### config.mk
export PLATFORM = sky130hd
export DESIGN_NAME = pair_slot_tracker
export DESIGN_NICKNAME = d
export VERILOG_FILES = /design/src/rtl/pair_slot_pkg.sv /design/src/rtl/pair_slot_ctrl.sv /design/src/rtl/pair_slot_datapath.sv /design/src/rtl/pair_slot_tracker.sv
export SDC_FILE = /design/constraint.sdc
export NUM_CORES = 1
export LEC_CHECK = 0
export BUFFER_PORTS_ARGS = -buffer_cell sky130_fd_sc_hd__buf_2
export CORE_MARGIN = 3
export CORE_UTILIZATION = 60
export DETAILED_ROUTE_END_ITERATION = 10
export PLACE_DENSITY_LB_ADDON = 0.1
export SYNTH_ARGS = -nofsm -noshare
export SYNTH_HDL_FRONTEND = slang
export SYNTH_HIERARCHICAL = 1
export SYNTH_SLANG_ARGS = --single-unit
export TNS_END_PERCENT = 1
### constraint.sdc
create_clock -name clk -period 3.3 [get_ports clk]
set_clock_uncertainty 0.05 [all_clocks]
set_input_delay 0.33 -clock clk [delete_from_list [all_inputs] [get_ports clk]]
set_output_delay 0.33 -clock clk [all_outputs]
set_load 0.01 [all_outputs]
### src/rtl/pair_slot_pkg.sv
package pair_slot_pkg;

  localparam int CLS_COMPARE = 2;
  localparam int CLS_BRANCH  = 3;
  localparam int CLS_JUMP    = 4;

  typedef struct packed {
    logic accept;
    logic open;
    logic hazOpen;
  } slot_strobe_t;

  function automatic int reloadFor(input int idx, input int wide, input int narrow);
    if (idx == CLS_COMPARE || idx == CLS_BRANCH || idx == CLS_JUMP)
      return narrow;
    return wide;
  endfunction

endpackage

### src/rtl/pair_slot_ctrl.sv
module pair_slot_ctrl
  import pair_slot_pkg::*;
#(
  parameter int NUM_CLASSES = 20,
  parameter int CLASS_W     = 5,
  parameter int QW          = 2,
  parameter int SLOT_W      = 2,
  parameter int IDX_W       = $clog2(NUM_CLASSES)
) (
  input  logic               instValid,
  input  logic [CLASS_W-1:0] instClass,
  input  logic               depHazard,
  input  logic [QW-1:0]      curQuota,
  input  logic [SLOT_W-1:0]  slotsLeft,
  output logic [IDX_W-1:0]   classSel,
  output slot_strobe_t       strobe
);

  logic inRange;
  logic noRoom;

  assign inRange  = instClass < CLASS_W'(NUM_CLASSES);
  assign classSel = inRange ? IDX_W'(instClass) : '0;

  // Any one of three conditions forces a fresh issue cycle.
  assign noRoom = (curQuota == '0) || (slotsLeft == '0) || depHazard;

  always_comb begin
    strobe.accept  = instValid;
    strobe.open    = instValid && noRoom;
    strobe.hazOpen = instValid && depHazard;
  end

endmodule

### src/rtl/pair_slot_datapath.sv
module pair_slot_datapath
  import pair_slot_pkg::*;
#(
  parameter int NUM_CLASSES  = 20,
  parameter int GROUP_SLOTS  = 2,
  parameter int WIDE_QUOTA   = 2,
  parameter int NARROW_QUOTA = 1,
  parameter int CNT_W        = 16,
  parameter int QW           = 2,
  parameter int SLOT_W       = 2,
  parameter int IDX_W        = $clog2(NUM_CLASSES)
) (
  input  logic              clk,
  input  logic              rst_n,
  input  slot_strobe_t      strobe,
  input  logic [IDX_W-1:0]  classSel,
  output logic [QW-1:0]     curQuota,
  output logic [SLOT_W-1:0] slotsLeft,
  output logic              groupStart,
  output logic [CNT_W-1:0]  issueCount,
  output logic [CNT_W-1:0]  hazardCount
);

  localparam logic [SLOT_W-1:0] SLOT_RELOAD = SLOT_W'(GROUP_SLOTS);

  logic [NUM_CLASSES-1:0][QW-1:0] quotaVec;

  for (genvar g = 0; g < NUM_CLASSES; g++) begin : g_quota
    localparam logic [QW-1:0] RELOAD_Q = QW'(reloadFor(g, WIDE_QUOTA, NARROW_QUOTA));
    logic [QW-1:0] quotaQ;
    logic          hit;

    assign hit = (classSel == IDX_W'(g));

    always_ff @(posedge clk) begin
      if (!rst_n) begin
        quotaQ <= '0;
      end else if (strobe.accept) begin
        if (strobe.open)
          quotaQ <= hit ? RELOAD_Q - QW'(1) : RELOAD_Q;
        else if (hit)
          quotaQ <= quotaQ - QW'(1);
      end
    end

    assign quotaVec[g] = quotaQ;
  end

  assign curQuota = quotaVec[classSel];

  always_ff @(posedge clk) begin
    if (!rst_n) begin
      slotsLeft   <= '0;
      groupStart  <= 1'b0;
      issueCount  <= '0;
      hazardCount <= '0;
    end else begin
      groupStart <= strobe.accept && strobe.open;
      if (strobe.accept) begin
        slotsLeft <= strobe.open ? SLOT_RELOAD - SLOT_W'(1) : slotsLeft - SLOT_W'(1);
        if (strobe.open)
          issueCount <= issueCount + CNT_W'(1);
        if (strobe.hazOpen)
          hazardCount <= hazardCount + CNT_W'(1);
      end
    end
  end

  // the shared count never exceeds one group's worth of slots
  a_r3_slots_bounded: assert property (@(posedge clk) disable iff (!rst_n)
    slotsLeft <= SLOT_RELOAD);

  // an opening strobe advances the issue counter by exactly one
  a_r5_issue_step: assert property (@(posedge clk) disable iff (!rst_n)
    (strobe.accept && strobe.open) |=> issueCount == $past(issueCount) + CNT_W'(1));

  // no opening strobe, no change to the issue counter
  a_r5_issue_hold: assert property (@(posedge clk) disable iff (!rst_n)
    !(strobe.accept && strobe.open) |=> $stable(issueCount));

endmodule

### src/rtl/pair_slot_tracker.sv
module pair_slot_tracker
  import pair_slot_pkg::*;
#(
  parameter int NUM_CLASSES  = 20,
  parameter int CLASS_W      = 5,
  parameter int GROUP_SLOTS  = 2,
  parameter int WIDE_QUOTA   = 2,
  parameter int NARROW_QUOTA = 1,
  parameter int CNT_W        = 16,
  parameter int SLOT_W       = $clog2(GROUP_SLOTS + 1)
) (
  input  logic               clk,
  input  logic               rst_n,
  input  logic               instValid,
  input  logic [CLASS_W-1:0] instClass,
  input  logic               depHazard,
  output logic               groupStart,
  output logic [SLOT_W-1:0]  slotsLeft,
  output logic [CNT_W-1:0]   issueCount,
  output logic [CNT_W-1:0]   hazardCount
);

  localparam int MAX_QUOTA = (WIDE_QUOTA > NARROW_QUOTA) ? WIDE_QUOTA : NARROW_QUOTA;
  localparam int QW        = $clog2(MAX_QUOTA + 1);
  localparam int IDX_W     = $clog2(NUM_CLASSES);

  slot_strobe_t     strobe;
  logic [IDX_W-1:0] classSel;
  logic [QW-1:0]    curQuota;

  pair_slot_ctrl #(
    .NUM_CLASSES(NUM_CLASSES), .CLASS_W(CLASS_W), .QW(QW),
    .SLOT_W(SLOT_W), .IDX_W(IDX_W)
  ) u_ctrl (
    .instValid(instValid), .instClass(instClass), .depHazard(depHazard),
    .curQuota(curQuota), .slotsLeft(slotsLeft),
    .classSel(classSel), .strobe(strobe)
  );

  pair_slot_datapath #(
    .NUM_CLASSES(NUM_CLASSES), .GROUP_SLOTS(GROUP_SLOTS),
    .WIDE_QUOTA(WIDE_QUOTA), .NARROW_QUOTA(NARROW_QUOTA),
    .CNT_W(CNT_W), .QW(QW), .SLOT_W(SLOT_W), .IDX_W(IDX_W)
  ) u_dp (
    .clk(clk), .rst_n(rst_n), .strobe(strobe), .classSel(classSel),
    .curQuota(curQuota), .slotsLeft(slotsLeft), .groupStart(groupStart),
    .issueCount(issueCount), .hazardCount(hazardCount)
  );

  // a dependency always opens a group
  a_r2_hazard_opens: assert property (@(posedge clk) disable iff (!rst_n)
    (instValid && depHazard) |=> groupStart);

  // an opener leaves one slot fewer than a full group
  a_r3_reload: assert property (@(posedge clk) disable iff (!rst_n)
    groupStart |-> slotsLeft == SLOT_W'(GROUP_SLOTS - 1));

  // dependency-opened groups are a subset of all groups
  a_r6_hazard_le_issue: assert property (@(posedge clk) disable iff (!rst_n)
    hazardCount <= issueCount);

  // an idle cycle changes nothing
  a_r7_idle_hold: assert property (@(posedge clk) disable iff (!rst_n)
    !instValid |=> ($stable(issueCount) && $stable(hazardCount) &&
                    $stable(slotsLeft) && !groupStart));

endmodule

==> results of run 1 <==
[state kept, by name, indices dropped and copies added, names as in the netlist]
name	flops
u_dp/hazardCount	16
u_dp/g_quota.quotaQ	40
u_dp/issueCount	16
u_dp/groupStart	1
u_dp/slotsLeft	2
[worst min-delay path, delay by kind of cell, from the launching register on]
| family | cells | cell delay (ps) |
|---|---|---|
| mux | 1 | 50 |
| flops | 1 | 310 |
| simple gates | 1 | 50 |
[repair_timing]
item	4_1_cts	5_1_grt
setup endpoints to repair	0	2
resized for setup	0	1
setup buffers	0	0
hold buffers	0	0
[power groups by stage]
stage / registers [mW] / logic [mW] / clock network (mW)
2_1_floorplan: 0.979 / 0.223 / 0
3_3_place_gp: 0.986 / 0.281 / 0
3_5_place_dp: 0.986 / 0.290 / 0
4_1_cts: 0.966 / 0.293 / 0.736
5_1_grt: 0.970 / 0.325 / 0.775
6_report: 0.967 / 0.295 / 0.721
[cells by family (layout without fill, tap and decap cells)]
group,count (synthesis),in the layout,synth area share
xor gates and xnor gates,20,20,0.0394
AOI/OAI and AO/OA,138,138,0.213
and+or+nand+nor,198,198,0.271
buffers and inverters,57,97,0.0613
muxes,25,25,0.0731
adders and majority gates,2,2,0.00562
DFF,75,75,0.337
[Yosys cell counts, types with 4 or more instances]
| master | number |
|---|---|
| o211ai_1 | 6 |
| buf_4 | 4 |
| o21ai_1 | 4 |
| mux4_2 | 6 |
| nand2_1 | 48 |
| buf_2 | 17 |
| a21boi_1 | 9 |
| o2111ai_1 | 11 |
| xor2_1 | 12 |
| mux2i_1 | 19 |
| nor3b_1 | 4 |
| o21ai_0 | 30 |
| nand3_1 | 27 |
| a21o_1 | 11 |
| dfxtp_1 | 75 |
| and2_1 | 24 |
| a21boi_0 | 24 |
| nor2_1 | 10 |
| nand4_1 | 7 |
| o221ai_1 | 4 |
| a21oi_1 | 20 |
| nand2b_1 | 16 |
| clkbuf_1 | 13 |
| inv_1 | 17 |
| xnor2_1 | 8 |
| nor3_1 | 19 |
[per-layer routing]
metal  vias up  global-route usage  routed length (um)
met1      1853               0.330                4590
met3        10              0.0451                 505
met4         0              0.0817                  87
li1       1942                   -                   -
met2       113               0.408                4980
met5         -                   0                   0
[how the worst max path moves through the flow]
stage	startpoint	to	slack [ps]	cells after the start
after global placement	instClass[3]	u_dp/issueCount[15]	80	12
after global routing	instClass[3]	u_dp/g_quota[5].quotaQ[1]	170	13
after floorplan	instClass[3]	u_dp/g_quota[2].quotaQ[1]	330	13
after detailed placement	instClass[3]	u_dp/g_quota[6].quotaQ[0]	-10	13
after CTS	instClass[3]	u_dp/g_quota[5].quotaQ[1]	270	13
final	instClass[3]	u_dp/g_quota[5].quotaQ[1]	350	13
[cell type report]
| cell class | instances | area, sq um |
|---|---|---|
| Multi-Input combinational cell | 383 | 2680 |
| Timing Repair Buffer | 64 | 385 |
| Fill cell | 580 | 2030 |
| Inverter | 18 | 67.6 |
| Clock inverter | 3 | 46.3 |
| Clock buffer | 12 | 155 |
| Sequential cell | 75 | 1500 |
| Tap cell | 96 | 120 |
==> flow_summary.toml, run 1 <==
[power_and_ir_drop]
p_sw_mw = 0.535
finalPower_mw = 1.98
p_seq_frac = 0.487
p_leak_nw = 1.98
p_per_area_nw_per_um2 = 400
switching_share = 0.270
internal_power_mw = 1.45
power_frac_clock = 0.364
p_comb_frac = 0.149
ir_drop_uv = 240

[timing]
tightest_slew_ps = 742
period_share = 0.893
finalHoldViolations = 0
hold_ws_ps = 416
relSlewSlack = 0.503
rsz0062_at_grt = "false"
fin_tns_setup_ps = 0
setup_viol = 0
max_freq_mhz = 339
finalWorstSetupSlack_ps = 354
timing.final.crit_period_ps = 2950
drv_slew = 0

[routing]
drcViolationCount = 0
routed_via_density = 6.02
dr.pass1.iters = 5
routedWlPerCell_um = 15.6
antenna_left = 0
drt_iter0_drc = 336
routed_wl_mm = 10.2
vias = 3918

[clock_tree]
cts_tree = "built"
numClockSinks = 75
cts_max_level = 3
clkTransAtPathRegs_ps = 70
clk_root_buffer_cell = "clkbuf_8"
clock_path_buffers = 2
clock_latency_ps = 350
cts_buffers = 9

[die]
die_h_um = 92.1
fp-row-count = 30
die_w_um = 92.1
start_util = 0.637
io_pins = 44
die_area_sq_um = 8480
core_area_sq_um = 6980

[logic_synthesis]
syn_area_per_cell_sq_um = 8.64
yosys_warnings = 6
synth_ff_type = "dfxtp_1"
ys_top_cells_by_area = "dfxtp_1, mux2i_1, a21boi_0, nand2_1, and2_1"
netlist_instances = 515
synth_area_sq_um = 4450
synth_edf_count = 0
synth_top_area_cell = "dfxtp_1"
synth_cell_types = 65
syn-num-nets = 526
async_flop_share = 0
ys_seq_elements = 75
synth_top_area_frac = 0.337
ys_seq_area_frac = 0.337

[hold_path]
min_from = "u_dp/issueCount[15]"
hold_path_class = "reg -> reg"
hold_depth = 2
worst_hold_path.endpoint = "u_dp/issueCount[15]"

[cells_and_area]
utilization = 0.710
diodes = 0
layout.nets = 562
syn2layout_area_growth_pct = 11.4
fin_cells = 651
layout_commonest_cell = "dfxtp_1"
final_cell_area_sq_um = 4960
layout_common_cells = "dfxtp_1, nand2_1, buf_2"
drive_above_1_share = 0.204

[critical_path]
slowest_stage = "mux4_2"
rr_worst_depth = 10
cp_cell_sequence = "buf_2 -> o21ai_1 -> and2_2 -> mux4_2 -> mux2i_1 -> o211ai_1 -> o22ai_1 -> o21a_2 -> nand3b_2 -> buf_4 -> o221ai_1 -> a2bb2oi_1 -> a21oi_1"
critPathMaxStageDelay_ps = 540
required_ps = 3470
ff2ff_setup_slack_ps = 640
worstPathArrival_ps = 3110
worst_setup_path_start_kind = "primary input"
r2r_end = "u_dp/g_quota[5].quotaQ[1]"
worstSetupPathType = "in -> reg"
rr_startpoint = "u_dp/g_quota[15].quotaQ[1]"
crit_buf_inv = 2
critical_path.endpoint_type = "flop"
cp_top_family = "compound AO/OA/AOI/OAI gates"
cp_max_fo = 9

[grt]
grt_overflow = 0
grt_pass1_wl_mm = 17.3
grt_max_degree = 40
grt_antenna_before_repair = 0
grt_use_total = 0.248
grt_pass1_vias = 3574

[place]
dpl.hpwl_mm = 6.99
dp_cells = 636
io_buffers = 43
place_ws_ps = -14.6
globalplace.congestion = 0.827
postPlaceCellArea_sq_um = 4750

[status]
status = "complete, no violations"

[job]
maxCapViolations = 0
Note: power is estimated with default switching activity, not from simulation.
==> run 2: changes to the inputs <==
--- a/config.mk
+++ b/config.mk
@@ -14,4 +14,3 @@
 export SYNTH_HDL_FRONTEND = slang
 export SYNTH_HIERARCHICAL = 1
 export SYNTH_SLANG_ARGS = --single-unit
-export TNS_END_PERCENT = 1
==> constraint.sdc (replaced) <==
create_clock -name clk -period 2.94 [get_ports clk]
set_clock_uncertainty 0.05 [all_clocks]
set_input_delay 0.294 -clock clk [delete_from_list [all_inputs] [get_ports clk]]
set_output_delay 0.294 -clock clk [all_outputs]
set_load 0.01 [all_outputs]
==> run 2 against run 1 <==
  * Wire length up 4.3%
  * Via count increased by 4.3%
  * Highest routed layer unchanged
  * Die area stayed put
  * Critical path depth did not move
  * Design area up 4.1%
  * Non-clock buffer count grew 22
  * Power up 17%
  * Utilization rose by 2.9 points
  * Register-to-register slack worse by 270 ps
==> flow_summary.toml, run 2 (same netlist as run 1, synthesis figures left out) <==
[critical_path]
required_ps = 3130
crit_cells = 13
worstPathArrival_ps = 2940
critical_path.endpoint_type = "flop"
critPathMaxStageDelay_ps = 480
cp_top_family = "compound AO/OA/AOI/OAI gates"
ff2ff_setup_slack_ps = 370
rr_worst_depth = 9
worst_setup_path_start_kind = "primary input"
slowest_stage = "mux4_2"
worstSetupPathType = "in -> reg"
crit_buf_inv = 2
cp_max_fo = 9
cp_cell_sequence = "buf_2 -> o21ai_1 -> and2_4 -> buf_4 -> mux4_2 -> nand2_1 -> o211ai_1 -> o22ai_1 -> o21a_2 -> nand3b_2 -> o221ai_1 -> nand4_1 -> a41o_1"

[routing]
routed_wl_mm = 10.6
dr.pass1.iters = 5
vias = 4088
drcViolationCount = 0
routedWlPerCell_um = 15.7
drt_iter0_drc = 243
routed_via_density = 6.07
antenna_left = 0

[die]
fp-row-count = 30
core_area_sq_um = 6980
die_area_sq_um = 8480
start_util = 0.637
io_pins = 44
die_w_um = 92.1
die_h_um = 92.1

[cells_and_area]
drive_above_1_share = 0.235
layout_commonest_cell = "dfxtp_1"
top_regs = "u_dp/g_quota.quotaQ x40, u_dp/hazardCount x16, u_dp/issueCount x16"
largest_reg_flops = 40
regMostFlops = "u_dp/g_quota.quotaQ"
diodes = 0
syn2layout_area_growth_pct = 15.9
nFillCells = 546
layout_common_cells = "dfxtp_1, nand2_1, buf_2"
layout.nets = 584

[timing]
drv_slew = 0
max_freq_mhz = 363
timing.final.crit_period_ps = 2750
finalHoldViolations = 0
hold_ws_ps = 393
rsz0062_at_grt = "false"
period_share = 0.937
setup_viol = 0
relSlewSlack = 0.579
tightest_slew_ps = 627
finalWorstSetupSlack_ps = 185

[grt]
grt_pass1_vias = 3792
grt_overflow = 0
grt_use_total = 0.254
grt_antenna_before_repair = 0
grt_max_degree = 41
grt_pass1_wl_mm = 17.6

[power_and_ir_drop]
p_per_area_nw_per_um2 = 450
p_leak_nw = 2.11
ir_drop_uv = 254

[job]
maxCapViolations = 0

[clock_tree]
clk_root_buffer_cell = "clkbuf_8"
numClockSinks = 75
clock_path_buffers = 2
cts_max_level = 3
cts_buffers = 9
clock_latency_ps = 350
clkTransAtPathRegs_ps = 80
cts_tree = "built"

[place]
place_ws_ps = -369
dpl.hpwl_mm = 7.60
io_buffers = 43
globalplace.congestion = 0.899

[hold_path]
hold_path_class = "in -> reg"
hold_depth = 3

[status]
status = "complete, no violations"
-- run 2: timing repair --
| action | in CTS | in global routing |
|---|---|---|
| hold endpoints to repair | 0 | 0 |
| resized for setup | 1 | 2 |
| buffers inserted | 0 | 3 |
| pin swaps | 0 | 2 |
| hold buffers | 0 | 0 |
| setup endpoints to repair | 1 | 17 |
-- run 2: layer usage --
| layer | track usage | share of wire | up-vias |
|---|---|---|---|
| li1 | - | - | 1981 |
| met4 | 0.0990 | 0.017 | 0 |
| met1 | 0.314 | 0.43 | 1969 |
| met2 | 0.443 | 0.50 | 121 |
| met5 | 0 | 0 | - |
| met3 | 0.0369 | 0.046 | 17 |
-- run 2: worst reg2reg max path, cell delays in order, from the launching register on --
cell	delay, ps
dfxtp_1	360
mux4_2	460
mux2i_1	150
o211ai_1	110
o22ai_1	220
o21a_2	270
nand3b_2	160
o221ai_1	270
nand4_1	160
a41o_1	260
-- run 2: where the power goes --
part	leakage [nW]	switching [mW]	internal [mW]
registers	0.610	0.0353	1.05
logic	1.39	0.198	0.164
clock network	0.111	0.373	0.502
total	2.11	0.606	1.72
-- run 2: per-stage QoR --
| stage | TNS [ps] | utilization | instances | area (sq um) | power [mW] |
|---|---|---|---|---|---|
| finish | 0 | 0.739 | 674 | 5160 | 2.32 |
| global route | 0 | 0.739 | 674 | 5160 | 2.42 |
| CTS | 0 | 0.735 | 671 | 5130 | 2.33 |
| detailed placement | -12880 | 0.703 | 655 | 4910 | 1.46 |
| global placement | -6880 | 0.703 | 655 | 4910 | 1.45 |
| floorplan | 0 | - | 515 | 4450 | 1.35 |
-- run 2: final timing paths --
| kind | start | end |
|---|---|---|
| worst max-delay path | instClass[3] | u_dp/g_quota[17].quotaQ[1] |
| worst min-delay path | instValid | u_dp/hazardCount[1] |
| worst max register to register | u_dp/g_quota[5].quotaQ[1] | u_dp/g_quota[17].quotaQ[1] |
| worst min register to register | u_dp/g_quota[6].quotaQ[1] | u_dp/g_quota[6].quotaQ[1] |
-- run 2: cell type report --
type	instances	area (sq um)	share of cell area
multi-input combinational	383	2690	0.521
clock inverter	4	73.8	0.0143
clock buffer	12	145	0.0281
timing repair buffer	86	563	0.109
inverter	18	67.6	0.0131
tap	96	120	0.0233
sequential	75	1500	0.291
